<file path="src/rtl/rtg_pkg.sv">
package rtg_pkg;
  parameter int COMP_W   = 8;
  parameter int NUM_TREG = 8;
  parameter int ADDR_W   = 4;

  typedef enum logic [ADDR_W-1:0] {
    RA_HTOT  = 4'd0,
    RA_VTOT  = 4'd1,
    RA_HSW   = 4'd2,
    RA_VSW   = 4'd3,
    RA_HBE   = 4'd4,
    RA_HBS   = 4'd5,
    RA_VBE   = 4'd6,
    RA_VBS   = 4'd7,
    RA_CTRL  = 4'd8,
    RA_COLOR = 4'd9
  } rtg_addr_e;

  localparam int CB_EN     = 0;
  localparam int CB_HPOL   = 1;
  localparam int CB_VPOL   = 2;
  localparam int CB_ILACE  = 3;
  localparam int CB_FBLANK = 4;

  typedef struct packed {
    logic [COMP_W-1:0] rcr;
    logic [COMP_W-1:0] gy;
    logic [COMP_W-1:0] bcb;
  } rtg_color_t;
endpackage

</file>
<file path="src/rtl/rtg_regs.sv">
module rtg_regs
  import rtg_pkg::*;
#(
  parameter int CW = 12,
  parameter int DW = 24
) (
  input  logic                         clk,
  input  logic                         rst_n,
  input  logic                         we,
  input  logic [ADDR_W-1:0]            addr,
  input  logic [DW-1:0]                wdata,
  input  logic                         frame_wrap,
  output logic [NUM_TREG-1:0][CW-1:0]  act,
  output logic                         act_hpol,
  output logic                         act_vpol,
  output logic                         act_ilace,
  output logic                         en,
  output logic                         fblank,
  output rtg_color_t                   color
);
  localparam int IW = $clog2(NUM_TREG);
  localparam int PW = 3 * COMP_W;

  logic [NUM_TREG-1:0][CW-1:0] pend;
  logic p_hpol, p_vpol, p_ilace;
  logic load;

  // Staged timing registers, one write port
  always_ff @(posedge clk or negedge rst_n) begin
    if (!rst_n) begin
      pend <= '0;
    end else if (we && (int'(addr) < NUM_TREG)) begin
      pend[addr[IW-1:0]] <= wdata[CW-1:0];
    end
  end

  // Control and colour: enable, blank force and colour are immediate
  always_ff @(posedge clk or negedge rst_n) begin
    if (!rst_n) begin
      en      <= 1'b0;
      fblank  <= 1'b0;
      p_hpol  <= 1'b0;
      p_vpol  <= 1'b0;
      p_ilace <= 1'b0;
      color   <= '0;
    end else if (we) begin
      if (addr == RA_CTRL) begin
        en      <= wdata[CB_EN];
        fblank  <= wdata[CB_FBLANK];
        p_hpol  <= wdata[CB_HPOL];
        p_vpol  <= wdata[CB_VPOL];
        p_ilace <= wdata[CB_ILACE];
      end
      if (addr == RA_COLOR) begin
        color <= rtg_color_t'(wdata[PW-1:0]);
      end
    end
  end

  // Active set: copied at a frame wrap, or continuously while stopped
  assign load = !en || frame_wrap;

  always_ff @(posedge clk or negedge rst_n) begin
    if (!rst_n) begin
      act       <= '0;
      act_hpol  <= 1'b0;
      act_vpol  <= 1'b0;
      act_ilace <= 1'b0;
    end else if (load) begin
      act       <= pend;
      act_hpol  <= p_hpol;
      act_vpol  <= p_vpol;
      act_ilace <= p_ilace;
    end
  end

  // active timing holds between frame wraps while running
  a_r8_shadow_hold: assert property (@(posedge clk) disable iff (!rst_n)
    (en && !frame_wrap) |=> ($stable(act) && $stable(act_ilace) && $stable(act_hpol)));
endmodule

</file>
<file path="src/rtl/rtg_raster.sv">
module rtg_raster #(
  parameter int CW = 12,
  parameter int FW = 16
) (
  input  logic          clk,
  input  logic          rst_n,
  input  logic          en,
  input  logic [CW-1:0] htot,
  input  logic [CW-1:0] vtot,
  input  logic [CW-1:0] vbs,
  input  logic          ilace,
  output logic [CW-1:0] hcnt,
  output logic [CW-1:0] vcnt,
  output logic [FW-1:0] frame_cnt,
  output logic          field,
  output logic          frame_wrap
);
  logic          hwrap;
  logic [CW-1:0] vnext;

  assign hwrap      = en && (hcnt == htot);
  assign frame_wrap = hwrap && (vcnt == vtot);
  assign vnext      = (vcnt == vtot) ? '0 : vcnt + 1'b1;

  always_ff @(posedge clk or negedge rst_n) begin
    if (!rst_n) begin
      hcnt      <= '0;
      vcnt      <= '0;
      frame_cnt <= '0;
      field     <= 1'b0;
    end else begin
      if (en) begin
        hcnt <= hwrap ? '0 : hcnt + 1'b1;
        if (hwrap) begin
          vcnt <= vnext;
          if (vnext == vbs) frame_cnt <= frame_cnt + 1'b1;
        end
      end
      field <= ilace ? (field ^ frame_wrap) : 1'b0;
    end
  end

  // horizontal wrap
  a_r1_h_wrap: assert property (@(posedge clk) disable iff (!rst_n)
    (en && hcnt == htot) |=> (hcnt == '0));
  // vertical wrap
  a_r1_v_wrap: assert property (@(posedge clk) disable iff (!rst_n)
    (en && hcnt == htot && vcnt == vtot) |=> (vcnt == '0));
  // frozen while stopped
  a_r7_freeze: assert property (@(posedge clk) disable iff (!rst_n)
    !en |=> ($stable(hcnt) && $stable(vcnt) && $stable(frame_cnt)));
  // frame count steps by at most one
  a_r6_frame_step: assert property (@(posedge clk) disable iff (!rst_n)
    1'b1 |=> ((frame_cnt == $past(frame_cnt)) || (frame_cnt == FW'($past(frame_cnt) + 1'b1))));
endmodule

</file>
<file path="src/rtl/rtg_decode.sv">
module rtg_decode #(
  parameter int CW = 12
) (
  input  logic          en,
  input  logic [CW-1:0] hcnt,
  input  logic [CW-1:0] vcnt,
  input  logic          field,
  input  logic [CW-1:0] htot,
  input  logic [CW-1:0] hsw,
  input  logic [CW-1:0] vsw,
  input  logic [CW-1:0] hbe,
  input  logic [CW-1:0] hbs,
  input  logic [CW-1:0] vbe,
  input  logic [CW-1:0] vbs,
  input  logic          hpol,
  input  logic          vpol,
  input  logic          ilace,
  output logic          hsync,
  output logic          vsync,
  output logic          hblank,
  output logic          vblank,
  output logic          de
);
  localparam int NAX = 2;

  logic [NAX-1:0][CW-1:0] pos, bend, bstart;
  logic [NAX-1:0]         blank;
  logic [CW-1:0]          half;
  logic                   vs_even, vs_odd;

  assign pos    = {vcnt, hcnt};
  assign bend   = {vbe, hbe};
  assign bstart = {vbs, hbs};

  for (genvar a = 0; a < NAX; a++) begin : g_axis
    assign blank[a] = !((pos[a] >= bend[a]) && (pos[a] < bstart[a]));
  end

  assign hblank = blank[0];
  assign vblank = blank[1];
  assign de     = en && !blank[0] && !blank[1];

  // Half line for odd-field vertical sync
  assign half = {1'b0, htot[CW-1:1]} + {{(CW-1){1'b0}}, htot[0]};

  assign vs_even = vcnt < vsw;
  assign vs_odd  = ((vcnt != '0) || (hcnt >= half)) &&
                   ((vcnt < vsw) || ((vcnt == vsw) && (hcnt < half)));

  assign hsync = (hcnt < hsw) ^ hpol;
  assign vsync = ((ilace && field) ? vs_odd : vs_even) ^ vpol;
endmodule

</file>
<file path="src/rtl/raster_timing_gen.sv">
module raster_timing_gen
  import rtg_pkg::*;
#(
  parameter int CW = 12,
  parameter int FW = 16,
  parameter int DW = 24
) (
  input  logic                  clk,
  input  logic                  rst_n,
  input  logic                  cfg_we,
  input  logic [ADDR_W-1:0]     cfg_addr,
  input  logic [DW-1:0]         cfg_wdata,
  input  logic [3*COMP_W-1:0]   pix_in,
  output logic [3*COMP_W-1:0]   pix_out,
  output logic                  hsync,
  output logic                  vsync,
  output logic                  hblank,
  output logic                  vblank,
  output logic                  de,
  output logic                  field,
  output logic [CW-1:0]         hpos,
  output logic [CW-1:0]         vpos,
  output logic [FW-1:0]         frame_cnt
);
  localparam int T_HTOT = 0, T_VTOT = 1, T_HSW = 2, T_VSW = 3;
  localparam int T_HBE  = 4, T_HBS  = 5, T_VBE = 6, T_VBS = 7;

  logic [NUM_TREG-1:0][CW-1:0] act;
  logic act_hpol, act_vpol, act_ilace, en, fblank, frame_wrap;
  rtg_color_t color;

  rtg_regs #(.CW(CW), .DW(DW)) u_regs (
    .clk(clk), .rst_n(rst_n), .we(cfg_we), .addr(cfg_addr), .wdata(cfg_wdata),
    .frame_wrap(frame_wrap), .act(act), .act_hpol(act_hpol), .act_vpol(act_vpol),
    .act_ilace(act_ilace), .en(en), .fblank(fblank), .color(color)
  );

  rtg_raster #(.CW(CW), .FW(FW)) u_raster (
    .clk(clk), .rst_n(rst_n), .en(en), .htot(act[T_HTOT]), .vtot(act[T_VTOT]),
    .vbs(act[T_VBS]), .ilace(act_ilace), .hcnt(hpos), .vcnt(vpos),
    .frame_cnt(frame_cnt), .field(field), .frame_wrap(frame_wrap)
  );

  rtg_decode #(.CW(CW)) u_decode (
    .en(en), .hcnt(hpos), .vcnt(vpos), .field(field), .htot(act[T_HTOT]),
    .hsw(act[T_HSW]), .vsw(act[T_VSW]), .hbe(act[T_HBE]), .hbs(act[T_HBS]),
    .vbe(act[T_VBE]), .vbs(act[T_VBS]), .hpol(act_hpol), .vpol(act_vpol),
    .ilace(act_ilace), .hsync(hsync), .vsync(vsync), .hblank(hblank),
    .vblank(vblank), .de(de)
  );

  assign pix_out = fblank ? color : pix_in;
endmodule

</file>
<file path="config.mk">
export PLATFORM = sky130hd
export DESIGN_NAME = raster_timing_gen
export DESIGN_NICKNAME = d
export VERILOG_FILES = /design/src/rtl/rtg_pkg.sv /design/src/rtl/rtg_regs.sv /design/src/rtl/rtg_raster.sv /design/src/rtl/rtg_decode.sv /design/src/rtl/raster_timing_gen.sv
export SDC_FILE = /design/constraint.sdc
export NUM_CORES = 1
export LEC_CHECK = 0
export BUFFER_PORTS_ARGS = -buffer_cell sky130_fd_sc_hd__buf_2
export CORE_ASPECT_RATIO = 1.1
export CORE_UTILIZATION = 26
export CTS_BUF_LIST = sky130_fd_sc_hd__clkbuf_2 sky130_fd_sc_hd__clkbuf_4 sky130_fd_sc_hd__clkbuf_8
export CTS_CLUSTER_SIZE = 25
export DETAILED_ROUTE_END_ITERATION = 16
export PLACE_DENSITY_LB_ADDON = 0.08
export SETUP_SLACK_MARGIN = 0.02
export SLEW_MARGIN = 40
export SYNTH_ARGS = -nofsm -noshare
export SYNTH_HDL_FRONTEND = slang
export SYNTH_HIERARCHICAL = 1
export SYNTH_SLANG_ARGS = --single-unit
</file>
<file path="constraint.sdc">
create_clock -name clk -period 5.8 [get_ports clk]
set_input_delay 1.45 -clock clk [delete_from_list [all_inputs] [get_ports clk]]
set_output_delay 1.45 -clock clk [all_outputs]
set_load 0.02 [all_outputs]
</file>
# Word level (Yosys, flattened, before mapping)
# Index checks and enable logic that the tools add are counted.
[word_totals] input_bits=55 output_inout_bits=70 reg_bits=265 elab_cells=85
[classes] muxes=8 eq_ne=6 n_reduce_logical=22 magnitude_cmp=11 addsub=4 n_bitwise=3
[op_table] operator="96-bit bitwise mux" n=1
[op_table] operator="12-bit < comparator" n=5
[op_table] operator="12-bit equality test" n=4
[op_table] operator="12-bit demux with 3-bit select" n=1
[op_table] operator="12-bit >= comparator" n=3
[op_table] operator="12-bit two-way mux" n=3
[op_table] operator="12-bit by 1-bit adder with 12-bit output, second input constant" n=2
[op_table] operator="24-bit two-way mux" n=1
[op_table] operator="16-bit by 1-bit adder with 16-bit output, second input constant" n=1
[op_table] operator="11-bit by 1-bit adder with 12-bit output" n=1
[op_table] operator="12-bit nonzero test" n=1
[op_table] operator="1-bit logical AND" n=11
[op_table] operator="4-bit equality test, second input constant" n=2
[op_table] operator="2-bit AND reduction" n=3
[op_table] operator="3-bit by 4-bit < comparator with 1-bit output, second input constant" n=1
[op_table] operator="4-bit < comparator, second input constant" n=1
[op_table] operator="3-bit by 1-bit >= comparator with 1-bit output, second input constant" n=1
[op_table] operator="1-bit logical NOT" n=3
[op_table] operator="1-bit logical OR" n=3
[op_table] operator="3-bit AND reduction" n=1
[op_table] operator="1-bit XOR" n=3
[op_table] operator="1-bit two-way mux" n=2

# Longest topological paths before layout
# Gate-level depths: netlist (run 1).
[logic_depth] ltp_word=7 ltp_mapped=11 ltp_nobuf=11

# Cells and area by module
# The synthesis (run 1) kept the hierarchy.
[modules_own_cells] mod="rtg_regs" area_per_inst_um2=8381.8 n_inst=1 seq_area_each_um2=5605.4 cells_each=490
[modules_own_cells] mod="rtg_raster" area_per_inst_um2=2777.7 n_inst=1 seq_area_each_um2=1026.0 cells_each=308
[modules_own_cells] mod="rtg_decode" area_per_inst_um2=2224.6 n_inst=1 seq_area_each_um2=0.0 cells_each=297
[modules_own_cells] mod="raster_timing_gen" area_per_inst_um2=396.6 n_inst=1 seq_area_each_um2=0.0 cells_each=27

# Worst setup path after synthesis (run 1)
# No wires, ideal clock.
[synth_path] path_type="register -> output" start="register u_regs/act[0] in the netlist's numbering" end="output vsync" arrival_ps=2492 t_required_ps=4350 slack_ps=1858 path_buffers=0 stages_incl_launch_ff=12 path_cell_list="dfrtp_1 > ha_1 > nand4_1 > nor2_1 > nand2_1 > xor2_1 > ha_1 > a21oi_1 > a21oi_1 > a2111oi_2 > o2bb2ai_1 > xnor2_1"
[synth_via] elab_chain_cells=7 word_cells_on_any_way=9
[synth_rtl] item="start, declared" line="rtg_regs.sv:13" rtl="output logic [NUM_TREG-1:0][CW-1:0] act,"
[synth_rtl] item="start signal, assigned" line="rtg_regs.sv:70" rtl="act <= pend;"
[synth_rtl] item="11-bit by 1-bit adder with 12-bit output (*)" line="rtg_decode.sv:44" rtl="assign half = {1'b0, htot[CW-1:1]} + {{(CW-1){1'b0}}, htot[0]};"
[synth_rtl] item="12-bit < comparator" line="rtg_decode.sv:48" rtl="((vcnt < vsw) || ((vcnt == vsw) && (hcnt < half)));"
[synth_rtl] item="1-bit logical AND" line="rtg_decode.sv:48"
[synth_rtl] item="1-bit logical OR" line="rtg_decode.sv:48"
[synth_rtl] item="1-bit logical AND (*)" line="rtg_decode.sv:47" rtl="assign vs_odd = ((vcnt != '0) || (hcnt >= half)) &&"
[synth_rtl] item="1-bit two-way mux (*)" line="rtg_decode.sv:51" rtl="assign vsync = ((ilace && field) ? vs_odd : vs_even) ^ vpol;"
[synth_rtl] item="1-bit XOR (*)" line="rtg_decode.sv:51"
[synth_rtl] item="end, declared" line="raster_timing_gen.sv:16" rtl="output logic vsync,"
# Every way passes the cells marked *; elsewhere a longest branch is shown, timed or not.

# Final worst setup path (run 1)
[layout_path] start="register u_regs/act[1] in the netlist's numbering" end="output vsync"
# Same word-level chain as after synthesis.

==> results of run 1 <==
## synthesized netlist by cell type, drive strengths merged, types with 7 or more instances
library cell    n
dfrtp         265
mux2          250
ha             86
inv            79
nand4          48
xnor2          43
buf            35
o21ai          34
a21o           33
nor2           30
a21oi          29
xor2           26
nand2          25
nand3          15
clkbuf         12
and3           10
or3            10
and2            9
nand2b          8
nor4            8
a211oi          7
nor3            7
## how the worst max path moves through the flow
| stage | cells after the start | start | end |
|---|---|---|---|
| after global placement | 7 | u_raster/vcnt[7]$_DFFE_PN0P_ | vsync |
| after CTS | 12 | u_regs/act[1]$_DFFE_PN0P_ | vsync |
| final | 12 | u_regs/act[1]$_DFFE_PN0P_ | vsync |
| after global routing | 12 | u_regs/act[1]$_DFFE_PN0P_ | vsync |
| after floorplan | 11 | u_regs/act[0]$_DFFE_PN0P_ | vsync |
| after detailed placement | 12 | u_regs/act[1]$_DFFE_PN0P_ | vsync |
## cells by family (layout without fill, tap and decap cells)
logic type	after synthesis	in the layout	share of synthesized area
flip-flops	265	265	0.481
XOR/XNOR	70	70	0.0455
AO/OA/AOI/OAI	131	131	0.0640
AND/OR/NAND/NOR	194	194	0.0804
other	0	5	0
buffers and inverters	126	305	0.0411
adder cells (fa/ha/maj)	86	86	0.0781
multiplexers	250	250	0.210
## power breakdown
group	total (mW)	switching, mW	internal [mW]
combinational	1.82	0.878	0.947
clock	1.85	0.818	1.03
sequential	2.78	0.425	2.35
total	6.45	2.12	4.33
## registers in the layout (all words and copies together), names as in the netlist
signal and flops:
u_raster/hcnt 12, u_regs/act_hpol 1, u_raster/frame_cnt 16, u_regs/pend 96, u_raster/field 1, u_regs/p_vpol 1
u_regs/act_ilace 1, u_regs/en 1, u_regs/fblank 1, u_raster/vcnt 12, u_regs/act_vpol 1, u_regs/act 96
u_regs/p_ilace 1, u_regs/p_hpol 1, u_regs/color 24
## per-stage QoR
stage	utilization	power (mW)	std cells	worst slack [ns]
after floorplan	-	4.08	1122	1.86
after global placement	0.289	4.65	1892	1.58
after detailed placement	0.290	4.67	1895	1.63
after CTS	0.309	6.59	1976	0.909
after global routing	0.309	6.94	1977	0.647
final	0.309	6.45	1981	1.00
## worst max-delay path, delay by kind of cell, from the launching register on
kind                     cells  cell delay, ns
flip-flops                   1            0.41
AND/OR/NAND/NOR              5            0.96
buffers and inverters        1            0.18
adder cells (fa/ha/maj)      2            0.52
AO/OA/AOI/OAI                2            0.34
XOR/XNOR                     2            0.30
## metal layers
layer,part of all wire,GRT usage,vias up,routed length [um]
met5,0,0,-,0
met4,0.025,0.0502,0,994
met3,0.043,0.0300,64,1740
met2,0.47,0.258,200,19000
met1,0.46,0.199,4497,18600
li1,-,-,4324,-
## cell type report
type	instances	area share
clock buffer	77	0.0588
multi-input combinational	731	0.408
clock inverter	4	0.00185
timing repair buffer	145	0.0514
inverter	79	0.0183
tap	675	0.0521
antenna	5	0.000772
sequential	265	0.409
==> impl_metrics.tcl, run 1 <==
set metrics [dict create \
    rr_worst_depth 11 \
    fin_skew_ns 0.0304 \
    drc 0 \
    relSlewSlack 0.484 \
    synth_seq_cells 265 \
    final_area_um2 16200 \
    fin_setup_tns_ns 0 \
    clk-insertion-delay-late_ns 0.64 \
    holdPathEnd "u_raster/frame_cnt[15]$_DFFE_PN0P_" \
    clockBufferDepth 3 \
    ios 125 \
    nNetsFinal 1412 \
    cpPeakStageDelay_ns 0.41 \
    grt_usage 0.154 \
    vias 9085 \
    worstPathMaxFanout 5 \
    synth_edf_count 0 \
    overflow 0 \
    syn_to_final_growth_pct 17.6 \
    criticalPathCategory "reg2out" \
    place.gp.congestion 0.779 \
    synth_cells 1122 \
    wl_per_cell_um 20.3 \
    final_common_cell "dfrtp_1" \
    antenna_left 0 \
    yosys_most_used_dff "dfrtp_1" \
    synth.avg_cell_area_um2 12.3 \
    yosys-top-cells-area "dfrtp_1 (48%), mux2_2 (19%), ha_1 (7.8%), xnor2_1 (2.7%), mux2_4 (2.2%)" \
    crit_chain "ha_1 -> nand4_1 -> nor2_1 -> nand3_1 -> xor2_1 -> ha_1 -> nand4_1 -> nor2_1 -> a2111oi_2 -> o2bb2ai_1 -> xnor2_1 -> buf_2" \
    ys_types 66 \
    status "finished, final reports clean" \
    first_pass_iters 5 \
    holdBufCountCts 0 \
    fmax_ghz 0.208 \
    post_cts_buffers 0 \
    yosys_warnings 6 \
    hold_viol_final 0 \
    whs_path_depth 1 \
    multi_input_area_um2 6610 \
    die_y_um 243 \
    core_region_area_um2 52400 \
    critPathCaptureType "output pin" \
    grt_setup_unrepaired "no" \
    grt_pass1_wl_mm 62.4 \
    layout-drive-gt1-share 0.379 \
    period_needed_ns 4.80 \
    die_x_um 222 \
    power_density_nw_per_um2 398 \
    first_global_vias 9751 \
    setup_violations 0 \
    via_per_inst 4.59 \
    hp-class "reg2reg" \
    wirelength_mm 40.3 \
    hpwl_mm 26.8 \
    synth_top_area_cell "dfrtp_1" \
    cts_tree "yes" \
    cts_buffers 49 \
    period_share 0.828 \
    rows 88 \
    seqCellArea_um2 6630 \
    r2r_end "u_raster/frame_cnt[11]$_DFFE_PN0P_" \
    leakage_nw 7.66 \
    ys_seq_area_frac 0.481 \
    drtIter0Drc 307 \
    cts_htree_levels 2 \
    start_util 0.263 \
    dieArea_um2 53900 \
    cts_sinks 265 \
    synth_nets 1263 \
    synth_top_area_share 0.481 \
    port_buffers 124 \
    cts_root_buf "clkbuf_8" \
    start_kind "flip-flop" \
    whs_ns 0.468 \
    n_fill_cell 5409 \
    cap_violations 0 \
    cts.clk_slew.worst_paths_ns 0.06 \
    placed_area_um2 15200 \
    netlist_area_um2 13800 \
    grt_max_degree 96 \
    cp.arrival_ns 3.35 \
    crit_slowest_cell "dfrtp_1" \
    r2r_slack_ns 1.96 \
    r2r-start "u_raster/vcnt[0]$_DFFE_PN0P_" \
    tightest_slew_ns 0.771 \
    cts_resized 0 \
    vdd_drop_max_mv 0.142 \
    hp-start "u_raster/frame_cnt[15]$_DFFE_PN0P_" \
    maxSlewViolCount 0 \
    final_cell_mix "dfrtp_1 (265), mux2_2 (230), buf_2 (123)" \
    antenna_found_initial 3 \
    async_reset_ff_frac 1.00 \
    critical_path_required_ns 4.35 \
]
Note: power is estimated with default switching activity, not from simulation.
==> inputs of run 2 (changes only) <==
Clock period 5.8 ns to 4.4 ns, I/O delays scaled along.
==> run 2 against run 1 <==
Against the previous run:
- power increased by 35%
- cell area increased by 1.4%
- register-to-register slack got worse by 1.3 ns
- largest cell class is now multi-input combinational cells
==> impl_metrics.tcl, run 2 (synthesized netlist as in run 1, its figures left out) <==
set metrics [dict create \
    status "finished, final reports clean" \
    antenna_left 0 \
    rr_worst_depth 8 \
    nNetsFinal 1433 \
    grt_usage 0.155 \
    grt_setup_unrepaired "yes" \
    cpPeakStageDelay_ns 0.38 \
    fin_skew_ns 0.0301 \
    r2r_end "u_raster/frame_cnt[1]$_DFFE_PN0P_" \
    critPathCaptureType "output pin" \
    power_density_nw_per_um2 530 \
    whs_ns 0.397 \
    port_buffers 124 \
    ios 125 \
    overflow 0 \
    dp_cells 1909 \
    start_util 0.263 \
    path_buf_inv 1 \
    clk-insertion-delay-late_ns 0.65 \
    dieArea_um2 53900 \
    period_needed_ns 4.29 \
    wirelength_mm 41.0 \
    holdBufCountCts 0 \
    grt_max_degree 95 \
    vdd_drop_max_mv 0.187 \
    cts_buffers 51 \
    hpwl_mm 27.4 \
    wl_per_cell_um 20.4 \
    period_share 0.976 \
    layout-drive-gt1-share 0.399 \
    die_x_um 222 \
    cts_root_buf "clkbuf_8" \
    clockBufferDepth 3 \
    hp-class "in2async" \
    r2r_slack_ns 0.68 \
    setup_violations 0 \
    cp.arrival_ns 3.19 \
    rows 88 \
    core_region_area_um2 52400 \
    final_cell_mix "dfrtp_1 (264), mux2_2 (230), buf_2 (122)" \
    drtIter0Drc 273 \
    tightest_slew_ns 0.746 \
    start_kind "flip-flop" \
    path_depth 12 \
    relSlewSlack 0.501 \
    via_per_inst 4.63 \
    cts.clk_slew.worst_paths_ns 0.06 \
    crit_slowest_cell "dfrtp_1" \
    cts_htree_levels 2 \
    first_pass_iters 4 \
    hold_viol_final 0 \
    syn_to_final_growth_pct 19.3 \
    vias 9279 \
    cpLargestDelayFamily "compound AO/OA/AOI/OAI gates" \
    r2r-start "u_raster/vcnt[4]$_DFFE_PN0P_" \
    crit_chain "ha_2 -> nand4_1 -> nor2_4 -> nand2_2 -> xor2_1 -> ha_1 -> a21oi_2 -> a21oi_2 -> a2111oi_2 -> o2bb2ai_1 -> xnor2_1 -> buf_4" \
    cp_common_cell "a21oi_2" \
    final_common_cell "dfrtp_1" \
    leakage_nw 7.80 \
    cap_violations 0 \
    reg_top3 "u_regs/act x96, u_regs/pend x96, u_regs/color x24" \
    antenna_found_initial 7 \
    fmax_ghz 0.233 \
    cts_tree "yes" \
    die_y_um 243 \
    drc 0 \
    worstPathMaxFanout 5 \
    first_global_vias 9846 \
    critical_path_required_ns 3.30 \
    finalNonFillerCells 2006 \
    place.gp.congestion 0.745 \
    cts_sinks 265 \
    criticalPathCategory "reg2out" \
    grt_pass1_wl_mm 62.9 \
    maxSlewViolCount 0 \
]
==> run 2: layout make-up <==
cell class / instances / area, um2
fillers: 5444 / 36000
multi-input cells: 731 / 6640
flip-flops and latches: 265 / 6630
clock buffers: 82 / 997
repair buffers: 164 / 962
well taps: 675 / 845
inverters: 79 / 297
clock inverters: 8 / 57.6
diodes: 2 / 5.00
==> run 2: what timing repair did <==
action | CTS | global route
pin swaps | 1 | 8
setup buffers | 3 | 1
setup endpoints to repair | 3 | 1
gates resized for setup | 8 | 5
==> run 2: power breakdown <==
part / total [mW] / leakage, nW / switching [mW] / internal (mW)
clock network: 2.55 / 0.572 / 1.11 / 1.43
logic: 2.54 / 3.91 / 1.25 / 1.29
registers: 3.63 / 3.31 / 0.529 / 3.10
==> run 2: how the worst max path moves through the flow <==
stage | start | to | slack [ns]
floorplan | u_regs/act[0]$_DFFE_PN0P_ | vsync | 0.81
global placement | u_raster/vcnt[4]$_DFFE_PN0P_ | vsync | 0.47
detailed placement | u_raster/vcnt[4]$_DFFE_PN0P_ | de | 0.54
CTS | u_regs/act[0]$_DFFE_PN0P_ | vsync | 0.06
global route | u_regs/act[1]$_DFFE_PN0P_ | vsync | -0.15
finish | u_regs/act[1]$_DFFE_PN0P_ | vsync | 0.11
==> run 2: through the flow <==
step / setup WS, ns / power [mW] / TNS, ns / instance area [um2] / utilization
after global routing: -0.149 / 9.37 / -0.149 / 16400 / 0.314
after detailed placement: 0.541 / 6.23 / 0 / 15300 / 0.291
after CTS: 0.0615 / 8.91 / 0 / 16400 / 0.312
after global placement: 0.470 / 6.19 / 0 / 15300 / 0.291
final: 0.107 / 8.72 / 0 / 16400 / 0.314
after floorplan: 0.808 / 5.38 / 0 / 13800 / -
==> run 2: metal layers <==
metal  GRT usage  wire length (um)  up-vias
li1            -                 -     4358
met3      0.0247              1730       51
met4      0.0515               802        0
met1       0.208             19000     4675
met5           0                 0        -
met2       0.253             19500      195
